$ cat src/rtl/sio_pkg.sv
// Shared constants and the register-select type for the serial port register block.
// Assumes a 32-bit data bus and byte addresses aligned to words.
package sio_pkg;
    localparam int WORD_W = 32;
    localparam int BYTE_W = 8;

    // Byte offsets: software depends on them
    localparam int OFF_TXCTL  = 'h00;
    localparam int OFF_DMAEN  = 'h04;
    localparam int OFF_RXCTL  = 'h08;
    localparam int OFF_DOUT   = 'h1C;
    localparam int OFF_STATRC = 'h20;
    localparam int OFF_STATRO = 'h24;
    localparam int OFF_MASK   = 'h2C;
    localparam int OFF_ACK    = 'h30;
    localparam int OFF_RAW    = 'h34;
    localparam int OFF_MSKD   = 'h38;
    localparam int SPAN       = 'h3C;

    // Status word and event bit positions
    localparam int BIT_DAV     = 16;
    localparam int BIT_TX_IDLE = 22;
    localparam int BIT_TX_RDY  = 24;
    localparam int EV_TX       = 0;
    localparam int EV_RX       = 3;

    typedef enum logic [3:0] {
        SEL_TXCTL, SEL_DMAEN, SEL_RXCTL, SEL_DOUT, SEL_STATRC,
        SEL_STATRO, SEL_MASK, SEL_ACK, SEL_RAW, SEL_MSKD, SEL_NONE
    } sio_sel_e;
endpackage

$ cat src/rtl/sio_addr_dec.sv
// Maps a word index to a register select. Indices at or beyond the
// decoded span, and holes inside it, give SEL_NONE.
module sio_addr_dec
    import sio_pkg::*;
#(
    parameter int IDX_W = 6
) (
    input  logic [IDX_W-1:0] word_idx,
    output sio_sel_e         sel
);
    int off;

    // Pure combinational decode of the byte offset
    always_comb begin
        off = int'({word_idx, 2'b00});
        sel = SEL_NONE;
        if (off < SPAN) begin
            case (off)
                OFF_TXCTL:  sel = SEL_TXCTL;
                OFF_DMAEN:  sel = SEL_DMAEN;
                OFF_RXCTL:  sel = SEL_RXCTL;
                OFF_DOUT:   sel = SEL_DOUT;
                OFF_STATRC: sel = SEL_STATRC;
                OFF_STATRO: sel = SEL_STATRO;
                OFF_MASK:   sel = SEL_MASK;
                OFF_ACK:    sel = SEL_ACK;
                OFF_RAW:    sel = SEL_RAW;
                OFF_MSKD:   sel = SEL_MSKD;
                default:    sel = SEL_NONE;
            endcase
        end
    end
endmodule

$ cat src/rtl/sio_rx_status.sv
// Holds the last received byte and the data-available flag, and builds
// the status word. When a byte is taken in the same cycle as a clear,
// the take wins. The transmitter is assumed to be always ready and idle.
module sio_rx_status
    import sio_pkg::*;
(
    input  logic              clk,
    input  logic              rst_n,
    input  logic              take,
    input  logic [BYTE_W-1:0] byte_in,
    input  logic              clr_dav,
    output logic              dav,
    output logic [WORD_W-1:0] word
);
    logic [BYTE_W-1:0] data_q;

    // Capture the byte and update the flag, with set before clear
    always_ff @(posedge clk) begin
        if (!rst_n) begin
            data_q <= '0;
            dav    <= 1'b0;
        end else begin
            if (take) data_q <= byte_in;
            if (take)         dav <= 1'b1;
            else if (clr_dav) dav <= 1'b0;
        end
    end

    // Assemble the status word from its fields
    always_comb begin
        word              = '0;
        word[BYTE_W-1:0]  = data_q;
        word[BIT_DAV]     = dav;
        word[BIT_TX_IDLE] = 1'b1;
        word[BIT_TX_RDY]  = 1'b1;
    end
endmodule

$ cat src/rtl/sio_irq_ctl.sv
// Raw event bits with write-one-to-clear, an interrupt mask and the
// output line. A new event beats an acknowledge of the same bit.
module sio_irq_ctl #(
    parameter int W = 32
) (
    input  logic         clk,
    input  logic         rst_n,
    input  logic         mask_we,
    input  logic         ack_we,
    input  logic [W-1:0] wdata,
    input  logic [W-1:0] set_vec,
    output logic [W-1:0] raw,
    output logic [W-1:0] mask,
    output logic [W-1:0] masked,
    output logic         irq
);
    logic [W-1:0] ack_bits;

    // Bits to clear this cycle
    always_comb ack_bits = ack_we ? wdata : '0;

    // Update raw events and the mask
    always_ff @(posedge clk) begin
        if (!rst_n) begin
            raw  <= '0;
            mask <= '0;
        end else begin
            raw <= (raw & ~ack_bits) | set_vec;
            if (mask_we) mask <= wdata;
        end
    end

    // Filter the events and reduce them to one line
    always_comb begin
        masked = raw & mask;
        irq    = |masked;
    end
endmodule

$ cat src/rtl/sio_regfile.sv
// Top of the serial port register block: control words, data out, the
// status views, the interrupt unit and the byte streams. Reads are
// combinational. Writes and read side effects take effect at the clock edge.
module sio_regfile
    import sio_pkg::*;
#(
    parameter int ADDR_W = 8
) (
    input  logic              clk,
    input  logic              rst_n,
    input  logic              bus_sel,
    input  logic              bus_wr,
    input  logic [ADDR_W-1:0] bus_addr,
    input  logic [WORD_W-1:0] bus_wdata,
    output logic [WORD_W-1:0] bus_rdata,
    output logic              tx_valid,
    output logic [BYTE_W-1:0] tx_byte,
    input  logic              rx_valid,
    input  logic [BYTE_W-1:0] rx_byte,
    output logic              rx_ready,
    output logic              irq_out
);
    localparam int IDX_W  = ADDR_W - 2;
    localparam int N_CTL  = 3;
    localparam sio_sel_e CTL_MAP [N_CTL] = '{SEL_TXCTL, SEL_DMAEN, SEL_RXCTL};

    sio_sel_e                     sel;
    logic                         wr_en, rd_en, rx_take, dav_w, unused_lsb;
    logic [N_CTL-1:0][WORD_W-1:0] ctl_w;
    logic [WORD_W-1:0]            dout_q, stat_w, raw_w, mask_w, mskd_w, set_vec;

    assign unused_lsb = ^bus_addr[1:0];
    assign wr_en      = bus_sel && bus_wr;
    assign rd_en      = bus_sel && !bus_wr;

    sio_addr_dec #(.IDX_W(IDX_W)) u_dec (
        .word_idx (bus_addr[ADDR_W-1:2]),
        .sel      (sel)
    );

    // One plain read/write control word per map entry
    for (genvar g = 0; g < N_CTL; g++) begin : g_ctl
        logic [WORD_W-1:0] q;
        always_ff @(posedge clk) begin
            if (!rst_n)                            q <= '0;
            else if (wr_en && sel == CTL_MAP[g])   q <= bus_wdata;
        end
        assign ctl_w[g] = q;
    end

    // Data-out word and the transmit strobe
    always_ff @(posedge clk) begin
        if (!rst_n) begin
            dout_q   <= '0;
            tx_valid <= 1'b0;
            tx_byte  <= '0;
        end else begin
            tx_valid <= wr_en && sel == SEL_DOUT;
            if (wr_en && sel == SEL_DOUT) begin
                dout_q  <= bus_wdata;
                tx_byte <= bus_wdata[BYTE_W-1:0];
            end
        end
    end

    // Receive handshake and event sources
    always_comb begin
        rx_ready       = ctl_w[2][0] || !raw_w[EV_RX];
        rx_take        = rx_valid && rx_ready;
        set_vec        = '0;
        set_vec[EV_TX] = wr_en && sel == SEL_DOUT;
        set_vec[EV_RX] = rx_take;
    end

    sio_rx_status u_stat (
        .clk     (clk),
        .rst_n   (rst_n),
        .take    (rx_take),
        .byte_in (rx_byte),
        .clr_dav (rd_en && sel == SEL_STATRC),
        .dav     (dav_w),
        .word    (stat_w)
    );

    sio_irq_ctl #(.W(WORD_W)) u_irq (
        .clk     (clk),
        .rst_n   (rst_n),
        .mask_we (wr_en && sel == SEL_MASK),
        .ack_we  (wr_en && sel == SEL_ACK),
        .wdata   (bus_wdata),
        .set_vec (set_vec),
        .raw     (raw_w),
        .mask    (mask_w),
        .masked  (mskd_w),
        .irq     (irq_out)
    );

    // Read multiplexer; unmapped and acknowledge offsets give zero
    always_comb begin
        bus_rdata = '0;
        if (rd_en) begin
            case (sel)
                SEL_TXCTL:              bus_rdata = ctl_w[0];
                SEL_DMAEN:              bus_rdata = ctl_w[1];
                SEL_RXCTL:              bus_rdata = ctl_w[2];
                SEL_DOUT:               bus_rdata = dout_q;
                SEL_STATRC, SEL_STATRO: bus_rdata = stat_w;
                SEL_MASK:               bus_rdata = mask_w;
                SEL_RAW:                bus_rdata = raw_w;
                SEL_MSKD:               bus_rdata = mskd_w;
                default:                bus_rdata = '0;
            endcase
        end
    end
endmodule

$ cat config.mk
export PLATFORM = sky130hd
export DESIGN_NAME = sio_regfile
export DESIGN_NICKNAME = d
export VERILOG_FILES = /design/src/rtl/sio_pkg.sv /design/src/rtl/sio_addr_dec.sv /design/src/rtl/sio_rx_status.sv /design/src/rtl/sio_irq_ctl.sv /design/src/rtl/sio_regfile.sv
export SDC_FILE = /design/constraint.sdc
export NUM_CORES = 1
export LEC_CHECK = 0
export BUFFER_PORTS_ARGS = -buffer_cell sky130_fd_sc_hd__buf_2
export CORE_MARGIN = 8
export CORE_UTILIZATION = 50
export CTS_CLUSTER_SIZE = 25
export DETAILED_ROUTE_END_ITERATION = 6
export PLACE_DENSITY_LB_ADDON = 0.12
export RECOVER_POWER = 50
export SLEW_MARGIN = 15
export SYNTH_ARGS = -nofsm -noshare
export SYNTH_HDL_FRONTEND = slang
export SYNTH_SLANG_ARGS = --single-unit
$ cat constraint.sdc
create_clock -name clk -period 2.05 [get_ports clk]
set_input_delay 0.205 -clock clk [delete_from_list [all_inputs] [get_ports clk]]
set_output_delay 0.205 -clock clk [all_outputs]
set_load 0.1 [all_outputs]
Word-level counts from Yosys, hierarchy flattened --
Index checks and enable logic that the tools add are counted.
Word-level totals: bits in registers 210, bits of input ports 53, output and inout bits 43, word-level logic and storage cells 58
Operators by class: $lt $le $gt $ge 1, equal/unequal tests 18, muxes and demuxes 7, bitwise gates (word level) 4, reduce and logical (&&, ||, !) cells 18
Operators with widths (number):
- $pmux W32 S8 | 1
- $and A32 B32 Y32 | 2
- $mux W32 | 2
- $pmux W4 S10 | 1
- $eq A6 B4 Y1 const B | 6
- $not A32 Y32 | 1
- $or A32 B4 Y32 | 1
- $reduce_or A32 Y1 | 1
- $eq A4 B3 Y1 const B | 4
- $logic_and A1 B1 Y1 | 10
- $eq A4 B2 Y1 const B | 2
- $eq A4 B4 Y1 const B | 2
- $lt A8 B6 Y1 const B | 1
- $eq A6 B1 Y1 const B | 1
- $eq A6 B2 Y1 const B | 1
- $eq A6 B3 Y1 const B | 1
- $logic_not A6 Y1 | 1
- $eq A4 B1 Y1 const B | 1
- $logic_not A4 Y1 | 1
- $mux W4 | 1
- $logic_not A1 Y1 | 2
- $mux W1 | 2
- $reduce_bool A2 Y1 | 1
- $reduce_or A2 Y1 | 1
- $logic_or A1 B1 Y1 | 1

Logic depth before layout (Yosys ltp) --
depth in word-level cells 9, depth in mapped cells 8, depth with buffers taken out 4

Modules after synthesis --
From an unflattened synthesis, not the netlist that was laid out.
Second synthesis, totals: cell total of the unflattened synthesis 1317, area, all modules 11084.4 sq um
Modules (own cells, without submodules):
- sio_regfile | instances 1, cells each 960, area an instance 7768.7 sq um, seq. area each 2582.5 sq um
- sio_irq_ctl | instances 1, cells each 283, area an instance 2632.5 sq um, seq. area each 1281.2 sq um
- sio_rx_status | instances 1, cells each 54, area an instance 523.0 sq um, seq. area each 180.2 sq um
- sio_addr_dec | instances 1, cells each 20, area an instance 160.2 sq um, seq. area each 0.0 sq um

Least setup slack after synthesis --
Ideal clock, no wire load.
path kind input-to-output, from in bus_addr[3], to out bus_rdata[1], arrival 2.858 ns, required time 1.845 ns, slack -1.013 ns, cell stages on the path 7, path buffers 3, cell sequence buf_2 -> nor2b_1 -> buf_2 -> clkbuf_1 -> a22o_1 -> a22oi_1 -> a31oi_1
On the way: cells in the longest elaborated chain, start to end 7, elaborated cells between the ends (all ways) 25, those cells by class 1 x order compare; 17 x eq/ne; 4 x mux; 3 x reduce/logical
RTL lines:
- start, declared | line sio_regfile.sv:13 | input logic [ADDR_W-1:0] bus_addr,
- $eq A6 B4 Y1 (tied with other cells) | line sio_addr_dec.sv:18 | case (off)
- $pmux W4 S10 | line sio_addr_dec.sv:18
- $mux W4 (*) | line sio_addr_dec.sv:17 | if (off < SPAN) begin
- $eq A4 B3 Y1 | line sio_regfile.sv:102 | case (sel)
- $reduce_or A2 Y1 | line sio_regfile.sv:102
- $pmux W32 S8 (*) | line sio_regfile.sv:102
- $mux W32 (*) | line sio_regfile.sv:101 | if (rd_en) begin
- end, declared | line sio_regfile.sv:15 | output logic [WORD_W-1:0] bus_rdata,
Mark *: on every way between the ends. The rest lies on a longest branch, timed or not.

Worst setup path in the final report --
from reg u_irq.raw[28], to out irq_out
On the way: cells in the longest elaborated chain, start to end 2
RTL lines:
- start, declared | line sio_irq_ctl.sv:12 | output logic [W-1:0] raw,
- start signal, assigned | line sio_irq_ctl.sv:28 | raw <= (raw & ~ack_bits) | set_vec;
- $and A32 B32 Y32 | line sio_irq_ctl.sv:35 | masked = raw & mask;
- $reduce_or A32 Y1 | line sio_irq_ctl.sv:36 | irq = |masked;
- end, declared | line sio_regfile.sv:21 | output logic irq_out
No other way between the ends.

==> reports/results.ini <==
[logic_synthesis]
ys_seq_elements = 202
netlist_area_mm2 = 0.009325
synth_area_per_cell_um2 = 8.223
synthesis.nets = 1187
yosysUniqueCellTypes = 41
ys_warn_count = 0
syn_inst = 1134
ys_seq_area_frac = 0.4337

[route]
ant_nets = 0
wl_per_cell_um = 20.98
wl_um = 31280
num_vias = 8877
drt-vias-per-instance = 5.954
dr.pass1.iters = 6
drc = 0
detail_route.iter0.violations = 959

[critical_path]
cp_num_buf_inv = 1
cp_cell_sequence = a22oi_2 > nand4_1 > or4_4 > buf_12
critPathMaxFanout = 3
required_ns = 1.85
cpPeakStageDelay_ns = 0.58
crit_family = simple AND/OR/NAND/NOR gates
startpoint_type = flop
cp_slowest_cell = or4_4
endpoint_kind = output pin
worstSetupPathType = reg -> out
critical_path_arrival_ns = 1.97

[clocking]
cts.sinks = 202
clkTransAtPathRegs_ns = 0.06
cts_tree = built
numCtsBuffers = 22
cts_root_buf = clkbuf_16
clk_latency_ns = 0.52
cts_max_level = 1
clock_path_buffers = 3

[grt]
grt_util_met3 = 0.04736
grt_pass1_wl_um = 48910
grt.met1_usage = 0.3248
top_usage_layer = met2
grt_use_total = 0.2584
grt_pass1_vias = 8857
grt_max_degree = 79
antenna_found_initial = 0
met2_usage = 0.4354
grt-ovfl-total = 0

[sta]
fmax_ghz = 0.4598
setup_violations = 9
setup_slack_ns = -0.1250
slew_headroom = 0.4621
finClkSkew_ns = 0.01897
tightest_slew_ns = 0.8069
slew_violations = 0
min_period_ns = 2.175
hold_violations = 1
holdWs_ns = -0.003329
finalCritPeriodShare = 1.061
rsz0062_at_grt = yes

[die]
pin_count = 96
die_h_um = 152.6
die_width_um = 152.6
rows = 50
die-area_mm2 = 0.02328
coreArea_mm2 = 0.01852
start_util = 0.5036

[power_and_ir_drop]
p_sw_frac = 0.2300
peakVddDrop_v = 0.0005925
switchingPower_w = 0.001969
power_w = 0.008560
power_density_mw_per_mm2 = 694.3
clkPwrFrac = 0.470
p_int_w = 0.006592
power_frac_seq = 0.463
comb_power_share = 0.067
p_leak_nw = 4.307

[cells_and_area]
final_common_cell = nand2_1
drive_gt1_frac = 0.2029
diodes = 0
instances_no_fill = 1491
final_cell_mix = 371 x nand2_1, 190 x dfxtp_1, 128 x a21boi_0, 57 x buf_2, 50 x buf_12
fin_nets = 1296
synthToLayoutAreaGrowth_pct = 32.21

[place]
portBuffers = 93
dp_hpwl_um = 20160
dp.cells = 1411
globalplace.congestion = 0.8386

[run]
maxCapViolCount = 0

[min_path]
holdCritPathClass = in -> reg

[run_status]
violations = negative hold slack, negative setup slack
outcome = complete, but fails checks

power groups by stage:
stage               Clock (W)  Combinational [W]  Sequential, W
floorplan                   0           0.000264        0.00404
global placement            0           0.000501        0.00405
detailed placement          0           0.000504        0.00405
CTS                   0.00405           0.000565        0.00396
global route          0.00421           0.000610        0.00396
finish                0.00402           0.000577        0.00396
routing by layer:
layer	part of all wire	routed length (µm)
met5	0	0
met4	0.028	869
met2	0.48	15110
met1	0.43	13310
met3	0.064	1992
worst paths after layout:
path / startpoint / end / slack (ns) / depth (start not counted)
setup reg to reg: u_irq.raw[3]$_SDFF_PN0_ / u_stat.dav$_SDFFE_PN0P_ / 0.52 / 4
hold reg to reg: dout_q[10]$_SDFFE_PN0P_ / dout_q[10]$_SDFFE_PN0P_ / 0.45 / 2
setup / recovery: u_irq.raw[28]$_SDFF_PN0_ / irq_out / -0.13 / 4
hold / removal: bus_wdata[0] / u_irq.mask[0]$_SDFFE_PN0P_ / -0.003 / 3
synthesized netlist by cell type:
library cell / count / area (µm²)
nand2_1: 375 / 1408
dfxtp_1: 202 / 4044
a21boi_1: 89 / 668.1
a21boi_0: 81 / 608.1
clkbuf_1: 58 / 217.7
a21oi_1: 44 / 220.2
a22o_1: 40 / 350.3
buf_2: 38 / 190.2
a21o_1: 30 / 225.2
a32oi_1: 30 / 262.8
a22oi_1: 27 / 202.7
a222oi_1: 20 / 200.2
nand3_1: 14 / 70.07
a31oi_1: 13 / 81.33
a21oi_2: 10 / 87.58
buf_4: 10 / 75.07
nor2b_1: 7 / 43.79
and3_1: 6 / 37.54
and2_1: 5 / 31.28
nand4_1: 4 / 25.02
o21a_1: 4 / 30.03
and4bb_2: 3 / 37.54
buf_1: 2 / 7.510
buf_6: 2 / 22.52
inv_1: 2 / 7.510
o21ai_0: 2 / 10.01
o22a_1: 2 / 17.52
and2b_1: 1 / 7.510
and3b_1: 1 / 8.760
mux2i_1: 1 / 10.01
nand2b_1: 1 / 6.260
nor2_1: 1 / 3.750
nor3_4: 1 / 16.27
nor4_1: 1 / 6.260
nor4_4: 1 / 21.27
nor4b_1: 1 / 8.760
o2bb2ai_1: 1 / 8.760
o31ai_4: 1 / 21.27
or2_2: 1 / 6.260
or4_1: 1 / 7.510
or4_4: 1 / 11.26
cells by family (layout without fill, tap and decap cells):
| family | Yosys count | after routing | share of synthesized area |
|---|---|---|---|
| multiplexers | 1 | 1 | 0.001073 |
| buffers and inverters | 112 | 235 | 0.05582 |
| AO/OA/AOI/OAI | 394 | 394 | 0.3211 |
| flip-flops | 202 | 202 | 0.4337 |
| AND/OR/NAND/NOR | 425 | 425 | 0.1884 |
stage by stage:
step / utilization / worst slack [ns] / instance area, µm² / TNS, ns
floorplan: - / -0.3500 / 9600 / -4.028
global placement: 0.5969 / -0.01093 / 11050 / -0.01093
detailed placement: 0.5969 / -0.02880 / 11050 / -0.1143
CTS: 0.6616 / -0.1487 / 12250 / -0.1487
global route: 0.6658 / -0.1481 / 12330 / -1.051
finish: 0.6658 / -0.1250 / 12330 / -0.3180
sequential cells by signal (all words and copies together) (netlist names):
register	flops
dout_q	25
tx_valid	1
u_irq.raw	32
u_stat.data_q	8
tx_byte	7
g_ctl.q	96
u_stat.dav	1
u_irq.mask	32
worst reg2reg max path, stage by stage (launching register included):
cell and delay, ns:
dfxtp_1 0.46, nand2b_1 0.27, nand2_1 0.33, inv_1 0.14, o21a_1 0.20
repair_timing:
item | 4_1_cts | 5_1_grt
endpoints found under the hold margin | 131 | 0
resized for setup | 18 | 36
endpoints found under the setup margin | 18 | 27
hold buffers | 39 | 0
gates cloned | 0 | 1
buffers inserted | 1 | 1
pin swaps | 4 | 15
layout make-up:
type | instances | area (µm²)
Fill cell | 1517 | 6188
Multi-Input combinational cell | 820 | 5187
Sequential cell | 202 | 4061
Timing Repair Buffer | 195 | 2048
Clock buffer | 32 | 638.1
Tap cell | 234 | 292.8
Clock inverter | 6 | 93.84
Inverter | 2 | 7.507
No activity file was read; power rests on OpenSTA's default activity.
